==> src/rtl/srp_pkg.sv <==
package srp_pkg;
   typedef enum logic {
      PH_CMD  = 1'b0,
      PH_DATA = 1'b1
   } srp_phase_e;

   localparam int unsigned CMD_DIR_BIT  = 0;
   localparam int unsigned CMD_ADDR_LSB = 1;
endpackage

==> src/rtl/srp_sync.sv <==
module srp_sync #(
   parameter int unsigned STAGES = 2,
   parameter int unsigned WIDTH  = 3,
   parameter logic [WIDTH-1:0] RST_VAL = '0
) (
   input  logic             clk,
   input  logic             rst_n,
   input  logic [WIDTH-1:0] async_i,
   output logic [WIDTH-1:0] sync_o
);
   localparam int unsigned CHAIN_W = STAGES * WIDTH;

   if (STAGES < 2) begin : g_bad_stages
      $error("srp_sync: STAGES must be at least 2");
   end

   logic [CHAIN_W-1:0] chain_q;

   always_ff @(posedge clk or negedge rst_n) begin
      if (!rst_n) begin
         chain_q <= {STAGES{RST_VAL}};
      end else begin
         chain_q <= {chain_q[CHAIN_W-WIDTH-1:0], async_i};
      end
   end

   assign sync_o = chain_q[CHAIN_W-1 -: WIDTH];
endmodule

==> src/rtl/srp_regbank.sv <==
module srp_regbank #(
   parameter int unsigned DW   = 8,
   parameter int unsigned AW   = 5,
   parameter logic [DW-1:0] RST_VAL = '0,
   localparam int unsigned NREG = 1 << AW
) (
   input  logic               clk,
   input  logic               rst_n,
   input  logic               wr_en,
   input  logic [AW-1:0]      wr_addr,
   input  logic [DW-1:0]      wr_data,
   input  logic [AW-1:0]      rd_addr,
   output logic [DW-1:0]      rd_data,
   output logic [NREG*DW-1:0] regs_o
);
   for (genvar i = 0; i < NREG; i++) begin : g_reg
      logic [DW-1:0] q;
      always_ff @(posedge clk or negedge rst_n) begin
         if (!rst_n) begin
            q <= RST_VAL;
         end else if (wr_en && (wr_addr == AW'(i))) begin
            q <= wr_data;
         end
      end
      assign regs_o[i*DW +: DW] = q;
   end

   assign rd_data = regs_o[rd_addr*DW +: DW];
endmodule

==> src/rtl/srp_frame.sv <==
module srp_frame
   import srp_pkg::*;
#(
   parameter int unsigned DW = 8,
   parameter int unsigned AW = 5,
   localparam int unsigned CW = $clog2(DW)
) (
   input  logic          clk,
   input  logic          rst_n,
   input  logic          lsb_first,
   input  logic          cs_s,
   input  logic          sclk_s,
   input  logic          sdi_s,
   input  logic [DW-1:0] rd_data,
   output logic [AW-1:0] addr,
   output logic          wr_en,
   output logic [DW-1:0] wr_data,
   output logic          rd_mode,
   output logic          sclk_rise,
   output logic          sclk_fall,
   output logic          sdo
);
   logic          sclk_q;
   logic [CW-1:0] bit_cnt;
   srp_phase_e    phase;
   logic [DW-1:0] rx_sh;
   logic [DW-1:0] rx_next;
   logic [DW-1:0] tx_sh;
   logic [DW-1:0] tx_next;
   logic          tx_bit;
   logic          load_pend;
   logic          last_bit;

   assign sclk_rise = sclk_s & ~sclk_q;
   assign sclk_fall = ~sclk_s & sclk_q;
   assign last_bit  = (bit_cnt == CW'(DW - 1));

   always_comb begin
      if (lsb_first) begin
         rx_next = {sdi_s, rx_sh[DW-1:1]};
         tx_bit  = tx_sh[0];
         tx_next = {1'b0, tx_sh[DW-1:1]};
      end else begin
         rx_next = {rx_sh[DW-2:0], sdi_s};
         tx_bit  = tx_sh[DW-1];
         tx_next = {tx_sh[DW-2:0], 1'b0};
      end
   end

   always_ff @(posedge clk or negedge rst_n) begin
      if (!rst_n) begin
         sclk_q    <= 1'b0;
         bit_cnt   <= '0;
         phase     <= PH_CMD;
         rd_mode   <= 1'b0;
         addr      <= '0;
         rx_sh     <= '0;
         tx_sh     <= '0;
         load_pend <= 1'b0;
         sdo       <= 1'b0;
         wr_en     <= 1'b0;
         wr_data   <= '0;
      end else begin
         sclk_q <= sclk_s;
         wr_en  <= 1'b0;
         if (cs_s) begin
            bit_cnt   <= '0;
            phase     <= PH_CMD;
            rd_mode   <= 1'b0;
            addr      <= '0;
            rx_sh     <= '0;
            tx_sh     <= '0;
            load_pend <= 1'b0;
            sdo       <= 1'b0;
         end else begin
            if (load_pend) begin
               tx_sh     <= rd_data;
               load_pend <= 1'b0;
            end
            if (sclk_rise) begin
               rx_sh   <= rx_next;
               bit_cnt <= last_bit ? '0 : bit_cnt + 1'b1;
               if (last_bit) begin
                  if (phase == PH_CMD) begin
                     phase     <= PH_DATA;
                     rd_mode   <= rx_next[CMD_DIR_BIT];
                     addr      <= rx_next[CMD_ADDR_LSB +: AW];
                     load_pend <= rx_next[CMD_DIR_BIT];
                  end else if (rd_mode) begin
                     load_pend <= 1'b1;
                  end else begin
                     wr_en   <= 1'b1;
                     wr_data <= rx_next;
                  end
               end
            end
            if (sclk_fall) begin
               if ((phase == PH_DATA) && rd_mode) begin
                  sdo   <= tx_bit;
                  tx_sh <= tx_next;
               end else begin
                  sdo <= 1'b0;
               end
            end
         end
      end
   end
endmodule

==> src/rtl/serial_regport.sv <==
module serial_regport #(
   parameter int unsigned DW          = 8,
   parameter int unsigned AW          = 5,
   parameter int unsigned SYNC_STAGES = 2,
   parameter logic [DW-1:0] RST_VAL   = '0,
   localparam int unsigned NREG = 1 << AW
) (
   input  logic               clk,
   input  logic               rst_n,
   input  logic               lsb_first,
   input  logic               cs_n,
   input  logic               sclk,
   input  logic               sdi,
   output logic               sdo,
   output logic [NREG*DW-1:0] regs_o
);
   if (DW < AW + 1) begin : g_bad_width
      $error("serial_regport: command byte cannot hold direction and address");
   end
   if (DW < 2) begin : g_bad_dw
      $error("serial_regport: DW must be at least 2");
   end

   logic          cs_s;
   logic          sclk_s;
   logic          sdi_s;
   logic [AW-1:0] addr;
   logic          wr_en;
   logic [DW-1:0] wr_data;
   logic [DW-1:0] rd_data;
   logic          rd_mode;
   logic          sclk_rise;
   logic          sclk_fall;

   srp_sync #(
      .STAGES (SYNC_STAGES),
      .WIDTH  (3),
      .RST_VAL(3'b100)
   ) u_sync (
      .clk    (clk),
      .rst_n  (rst_n),
      .async_i({cs_n, sclk, sdi}),
      .sync_o ({cs_s, sclk_s, sdi_s})
   );

   srp_frame #(
      .DW(DW),
      .AW(AW)
   ) u_frame (
      .clk      (clk),
      .rst_n    (rst_n),
      .lsb_first(lsb_first),
      .cs_s     (cs_s),
      .sclk_s   (sclk_s),
      .sdi_s    (sdi_s),
      .rd_data  (rd_data),
      .addr     (addr),
      .wr_en    (wr_en),
      .wr_data  (wr_data),
      .rd_mode  (rd_mode),
      .sclk_rise(sclk_rise),
      .sclk_fall(sclk_fall),
      .sdo      (sdo)
   );

   srp_regbank #(
      .DW     (DW),
      .AW     (AW),
      .RST_VAL(RST_VAL)
   ) u_bank (
      .clk    (clk),
      .rst_n  (rst_n),
      .wr_en  (wr_en),
      .wr_addr(addr),
      .wr_data(wr_data),
      .rd_addr(addr),
      .rd_data(rd_data),
      .regs_o (regs_o)
   );
endmodule

==> config.mk <==
export PLATFORM = sky130hd
export DESIGN_NAME = serial_regport
export DESIGN_NICKNAME = d
export VERILOG_FILES = /design/src/rtl/srp_pkg.sv /design/src/rtl/srp_sync.sv /design/src/rtl/srp_regbank.sv /design/src/rtl/srp_frame.sv /design/src/rtl/serial_regport.sv
export SDC_FILE = /design/constraint.sdc
export NUM_CORES = 1
export LEC_CHECK = 0
export ABC_AREA = 1
export BUFFER_PORTS_ARGS = -buffer_cell sky130_fd_sc_hd__buf_4
export CORE_MARGIN = 4
export CORE_UTILIZATION = 55
export DETAILED_ROUTE_END_ITERATION = 8
export PLACE_DENSITY = 0.83
export SYNTH_ARGS = -nofsm -noshare
export SYNTH_HDL_FRONTEND = slang
export SYNTH_SLANG_ARGS = --single-unit
==> constraint.sdc <==
create_clock -name clk -period 2 [get_ports clk]
set_input_delay 0 -clock clk [delete_from_list [all_inputs] [get_ports clk]]
set_output_delay 0 -clock clk [all_outputs]
set_load 0.01 [all_outputs]
### Word-level counts from Yosys, hierarchy flattened

Index checks and enable logic that the tools add are counted.

* input bits: 6
* register bits: 300

* $add $sub $neg: 1
* bitwise operators: 6
* multiplexer cells: 36
* equality and inequality tests: 33
* shift-type cells: 1
* reduce and logical (&&, ||, !) cells: 40

Operators by type and width (number)
* 256-bit by 9-bit indexed part select with 8-bit output: 1
* 5-bit equality test (second input constant): 16
* 8-bit two-way mux: 8
* 5-bit by 4-bit equality test with 1-bit output (second input constant): 8
* 1-bit logical AND: 33
* 1-bit two-way mux: 21
* 5-bit by 3-bit equality test with 1-bit output (second input constant): 4
* 5-bit two-way mux: 4
* 5-bit by 2-bit equality test with 1-bit output (second input constant): 2
* 3-bit two-way mux: 3
* 2-bit nonzero test: 3
* 5-bit by 1-bit equality test with 1-bit output (second input constant): 1
* 5-bit logical NOT: 1
* 5-bit AND reduction: 1
* 1-bit inverter: 4
* 3-bit by 1-bit adder with 3-bit output (second input constant): 1
* 3-bit equality test (second input constant): 1
* 3-bit AND reduction: 1
* 1-bit bitwise AND: 2
* 2-bit inequality test (second input constant): 1
* 2-bit AND reduction: 1

### Logic depth before layout (Yosys ltp)

* word-level depth: 5
* mapped depth: 12
* gate-level depth less buffers: 11

### By module

A second synthesis with hierarchy kept.

* cells, all modules: 1785
* area total of the unflattened synthesis: 14068.5 sq um

By module, submodules not included
* srp_regbank: area each 11936.4 sq um, cells each 1506, instances 1, sequential area each 6406.1 sq um
* srp_frame: area each 1956.9 sq um, cells each 270, instances 1, sequential area each 950.9 sq um
* srp_sync: area each 175.2 sq um, cells each 9, instances 1, sequential area each 152.6 sq um

### Worst setup path before layout

No wires, ideal clock.

* kind: flip-flop to flip-flop
* start: reg u_frame.addr[0]
* end: reg u_frame.tx_sh[5]
* data arrival time: 1.373 ns
* buffers on the path: 2
* cell stages (with the launch flop): 13
* setup slack: 0.503 ns
* cells stage by stage: dfrtp_1 -> buf_6 -> nand2_4 -> clkinv_2 -> buf_4 -> nand2_1 -> nand2_1 -> nor2_1 -> nor2_1 -> nor2_1 -> nand2_1 -> nand3_1 -> a21oi_1

* cells in the longest elaborated chain, start to end: 5

RTL lines
* start: declaration: line srp_frame.sv:15 `output logic [AW-1:0] addr,`
* start signal: assignment: line srp_frame.sv:87 `addr <= rx_next[CMD_ADDR_LSB +: AW];`
* 256-bit by 9-bit indexed part select with 8-bit output (*): line srp_regbank.sv:28 `assign rd_data = regs_o[rd_addr*DW +: DW];`
* 8-bit two-way mux (*): line srp_frame.sv:76 `if (load_pend) begin`
* 8-bit two-way mux: line srp_frame.sv:98 `if ((phase == PH_DATA) && rd_mode) begin`
* 8-bit two-way mux (*): line srp_frame.sv:97 `if (sclk_fall) begin`
* 8-bit two-way mux (*): line srp_frame.sv:66 `if (cs_s) begin`
* end signal: assignment: line srp_frame.sv:77 `tx_sh <= rd_data;`
* end signal: assignment: line srp_frame.sv:100 `tx_sh <= tx_next;`
* end: declaration: line srp_frame.sv:28 `logic [DW-1:0] tx_sh;`

Mark *: on every way between the ends. The rest lies on a longest branch, timed or not.
A chain may end at the register's enable or synchronous reset.

### Final worst setup path

* start: reg u_frame.addr[0]
* end: reg u_bank.g_reg[2].q[1]

* cells in the longest elaborated chain, start to end: 2

RTL lines
* 5-bit by 2-bit equality test with 1-bit output: line srp_regbank.sv:21 `end else if (wr_en && (wr_addr == AW'(i))) begin`
* 1-bit logical AND: line srp_regbank.sv:21
* end signal: assignment: line srp_regbank.sv:22 `q <= wr_data;`
* end: declaration: line srp_regbank.sv:17 `logic [DW-1:0] q;`

Every way passes these cells.

==> impl_metrics.csv <==
group,metric,value,unit
status,run_status,"finished, final reports clean",
setup_path,critPathKind,"flip-flop to flip-flop",
routing,routed_wirelength,47.5,mm
timing,slew_violations,0,
synthesis,synth_top_cell_by_area,"dfrtp_1",
routing,post_drt_wl_per_cell,20.0,um
synthesis,netlist_area,13800,um^2
min_path,hold-path-cell-count,2,
clock_tree,cts_tree,"yes",
routing,routed-wl-met2,21.9,mm
setup_path,reg2regPathDepth,7,
power_and_ir_drop,power_density,733,nW/um^2
synthesis,synth_commonest_cells,"nand2_1, dfrtp_1, o21ai_0, nor2_1, clkbuf_1",
power_and_ir_drop,leakage,0.00916,uW
placement,globalplace.congestion,0.981,
grt,antenna_found_initial,0,
setup_path,cp_slowest_stage_delay,0.43,ns
routing,viasPerCell,5.71,
grt,grt_overflow,0,
cells_and_area,instances_no_fill,2376,
clock_tree,clk-insertion-delay-late,0.55,ns
min_path,whs_endpoint,"u_sync.chain_q[0]",
synthesis,synth_nets,1792,
clock_tree,clk_path_buf_depth,3,
timing,fin_ws,0.0470,ns
routing,ant_nets,0,
clock_tree,clk_pin_slew,0.06,ns
synthesis,yosys_warnings,0,
placement,dp.cells,2312,
grt,grt_pass1_wl,74.6,mm
grt,grt_pass1_vias,13100,
synthesis,synth_top_area_share,54.1,%
synthesis,synth_area_leaders,"dfrtp_1, nand2_1, o21ai_0",
timing,final-setup-viol-count,0,
routing,wl_met1,18.5,mm
routing,met3_length,4.97,mm
die,rows,57,
synthesis,synth_edf_count,0,
setup_path,cpMaxStageDelayCell,"dfrtp_2",
timing,slew_headroom,60.3,%
routing,detail_route.drc_violations,0,
cells_and_area,fin_nets,2036,
cells_and_area,drive_above_1_share,19.6,%
setup_path,reg2reg_from,"u_frame.addr[0]",
timing,fin_crit_sh,97.7,%
die,top_level_ports,263,
setup_path,r2r-end,"u_bank.g_reg[2].q[1]",
synthesis,syn_inst,1784,
setup_path,cp_num_buf_inv,2,
clock_tree,cts_sinks,300,
timing,hold_viol,0,
die,start_util,56.4,%
placement,placed_cell_area,16200,um^2
min_path,holdCritStartpoint,"sdi",
cells_and_area,finalInstanceArea,17400,um^2
setup_path,crit_chain,"buf_12, nor2_4, inv_2, nor2_1, nand2_1, nand2_1, o21ai_0",
clock_tree,cts_root_buffer,"clkbuf_16",
cells_and_area,fill_cells,1893,
min_path,hold_class,"input port to flip-flop",
clock_tree,cts-htree-levels,1,
setup_path,arrival,2.35,ns
routing,vias,13600,
timing,timing.fmax,512,MHz
power_and_ir_drop,ir_drop,637,uV
setup_path,path_max_fanout,16,
cells_and_area,syn2layout_area_growth,25.9,%
setup_path,critical_path.top_delay_family,"simple AND/OR/NAND/NOR gates",
synthesis,synth_most_common_cell,"nand2_1",
power_and_ir_drop,fin_total_pwr,12700,uW
setup_path,cp.required,2.40,ns
setup_path,reg2reg_slack,0.05,ns
synthesis,ys_types,28,
routing,drt_iter0_drc,1899,
setup_path,cpMostUsedCell,"nand2_1",
timing,skew,0.00864,ns
placement,pre_cts_ws,-0.0499,ns
clock_tree,cts_buffers,30,
synthesis,synthArstFlopShare,100,%
timing,rsz0062_at_grt,"false",
die,core,24500,um^2
die,die_x,166,um
synthesis,synth-seq-cells,300,
cells_and_area,n_antenna_cell,0,
placement,dp_hpwl,33.2,mm
synthesis,avgSynthCellArea,7.73,um^2
setup_path,start_kind,"flip-flop",
synthesis,yosysSeqAreaShare,54.5,%
timing,fin_crit,1.95,ns
setup_path,cp-end-kind,"flip-flop",
grt,grt_usage,33.6,%
grt,grt_max_degree,69,
timing,tightest_slew,0.594,ns
synthesis,synth_ff_type,"dfrtp_1",
placement,portBuffers,262,
die,die_h,166,um
die,dieArea,27700,um^2
routing,topRoutingLayerUsed,"met4",
routing,firstDrtPassIters,6,
run,drv_cap,0,
[metal layers]
metal / GRT usage, % / vias to the layer above
li1: - / 6152
met1: 46.0 / 6409
met2: 54.5 / 865
met3: 6.33 / 144
met4: 11.4 / 0
met5: 0 / -
[registers in the layout, summed over array words and instances (netlist names)]
signal	cells
u_frame.wr_data	8
u_bank.g.q	256
u_frame.rx_sh	8
u_frame.rd_mode	1
u_frame.phase	1
u_frame.sclk_q	1
u_frame.tx_sh	8
u_frame.bit_cnt	3
u_frame.wr_en	1
u_frame.sdo	1
u_sync.chain_q	6
u_frame.load_pend	1
u_frame.addr	5
[kinds of logic (layout without fill, tap and decap cells)]
kind of cell	Yosys count	after routing	share of synthesized area [%]
adders and majority gates	2	2	0.182
muxes	2	2	0.163
and+or+nand+nor	1002	1002	28.3
AOI/OAI and AO/OA	331	331	12.1
buffers and inverters	147	415	4.84
DFF	300	300	54.5
[layout by cell type, fill, tap and decap left out, types with 28 or more instances in the layout]
cell	Yosys	layout
inv_1	28	28
nand3_1	39	39
buf_4	11	298
nor2_1	81	79
clkbuf_16	0	32
a21oi_1	34	34
o21ai_1	35	35
nand2_1	867	857
dfrtp_1	298	296
o21ai_0	260	260
[timing repair]
item,4_1_cts,5_1_grt
hold endpoints to repair,312,0
hold buffers,6,0
pin swaps,0,0
setup endpoints to repair,7,96
resized for setup,2,12
buffers inserted,0,1
gates cloned,0,1
[stage by stage]
step / hold WS, ns / util (%) / setup TNS, ns
final: 0.0945 / 70.9 / 0
after global routing: 0.0941 / 70.9 / 0
after CTS: 0.0689 / 70.7 / 0
after detailed placement: -0.0245 / 66.2 / -0.117
after global placement: -0.0291 / 66.2 / 0
after floorplan: -0.296 / - / 0
[final cells by class]
class                   instances  area, um^2  share of cell area [%]
flip-flops and latches        300        7510                    43.3
well taps                     324         405                    2.34
clock inverters                 7        85.1                   0.490
inverters                      39         149                   0.858
multi-input cells            1337        5640                    32.5
repair buffers                320        2620                    15.1
clock buffers                  49         943                    5.44
[where the power goes]
part	switching [uW]	internal, uW
logic	558	206
clock network	2350	3460
registers	41.2	6110
[worst reg2reg max path, delay by kind of cell (launching register included)]
kind | cells | cell delay (ns)
simple gates | 4 | 0.97
compound gates | 1 | 0.12
buf+inv | 2 | 0.28
flops | 1 | 0.43
[worst max-delay path by stage]
| stage | start | end | slack, ns | cells past startpoint |
|---|---|---|---|---|
| floorplan | u_frame.addr[0] | u_frame.tx_sh[5] | 0.50 | 12 |
| global placement | u_frame.addr[1] | u_bank.g_reg[12].q[0] | 0.05 | 7 |
| detailed placement | u_frame.addr[1] | u_bank.g_reg[12].q[3] | -0.05 | 6 |
| CTS | u_frame.addr[1] | u_bank.g_reg[14].q[3] | 0.006 | 7 |
| global route | u_frame.addr[1] | u_bank.g_reg[8].q[0] | 0.004 | 7 |
| finish | u_frame.addr[0] | u_bank.g_reg[2].q[1] | 0.05 | 7 |
No activity file was read; power rests on OpenSTA's default activity.
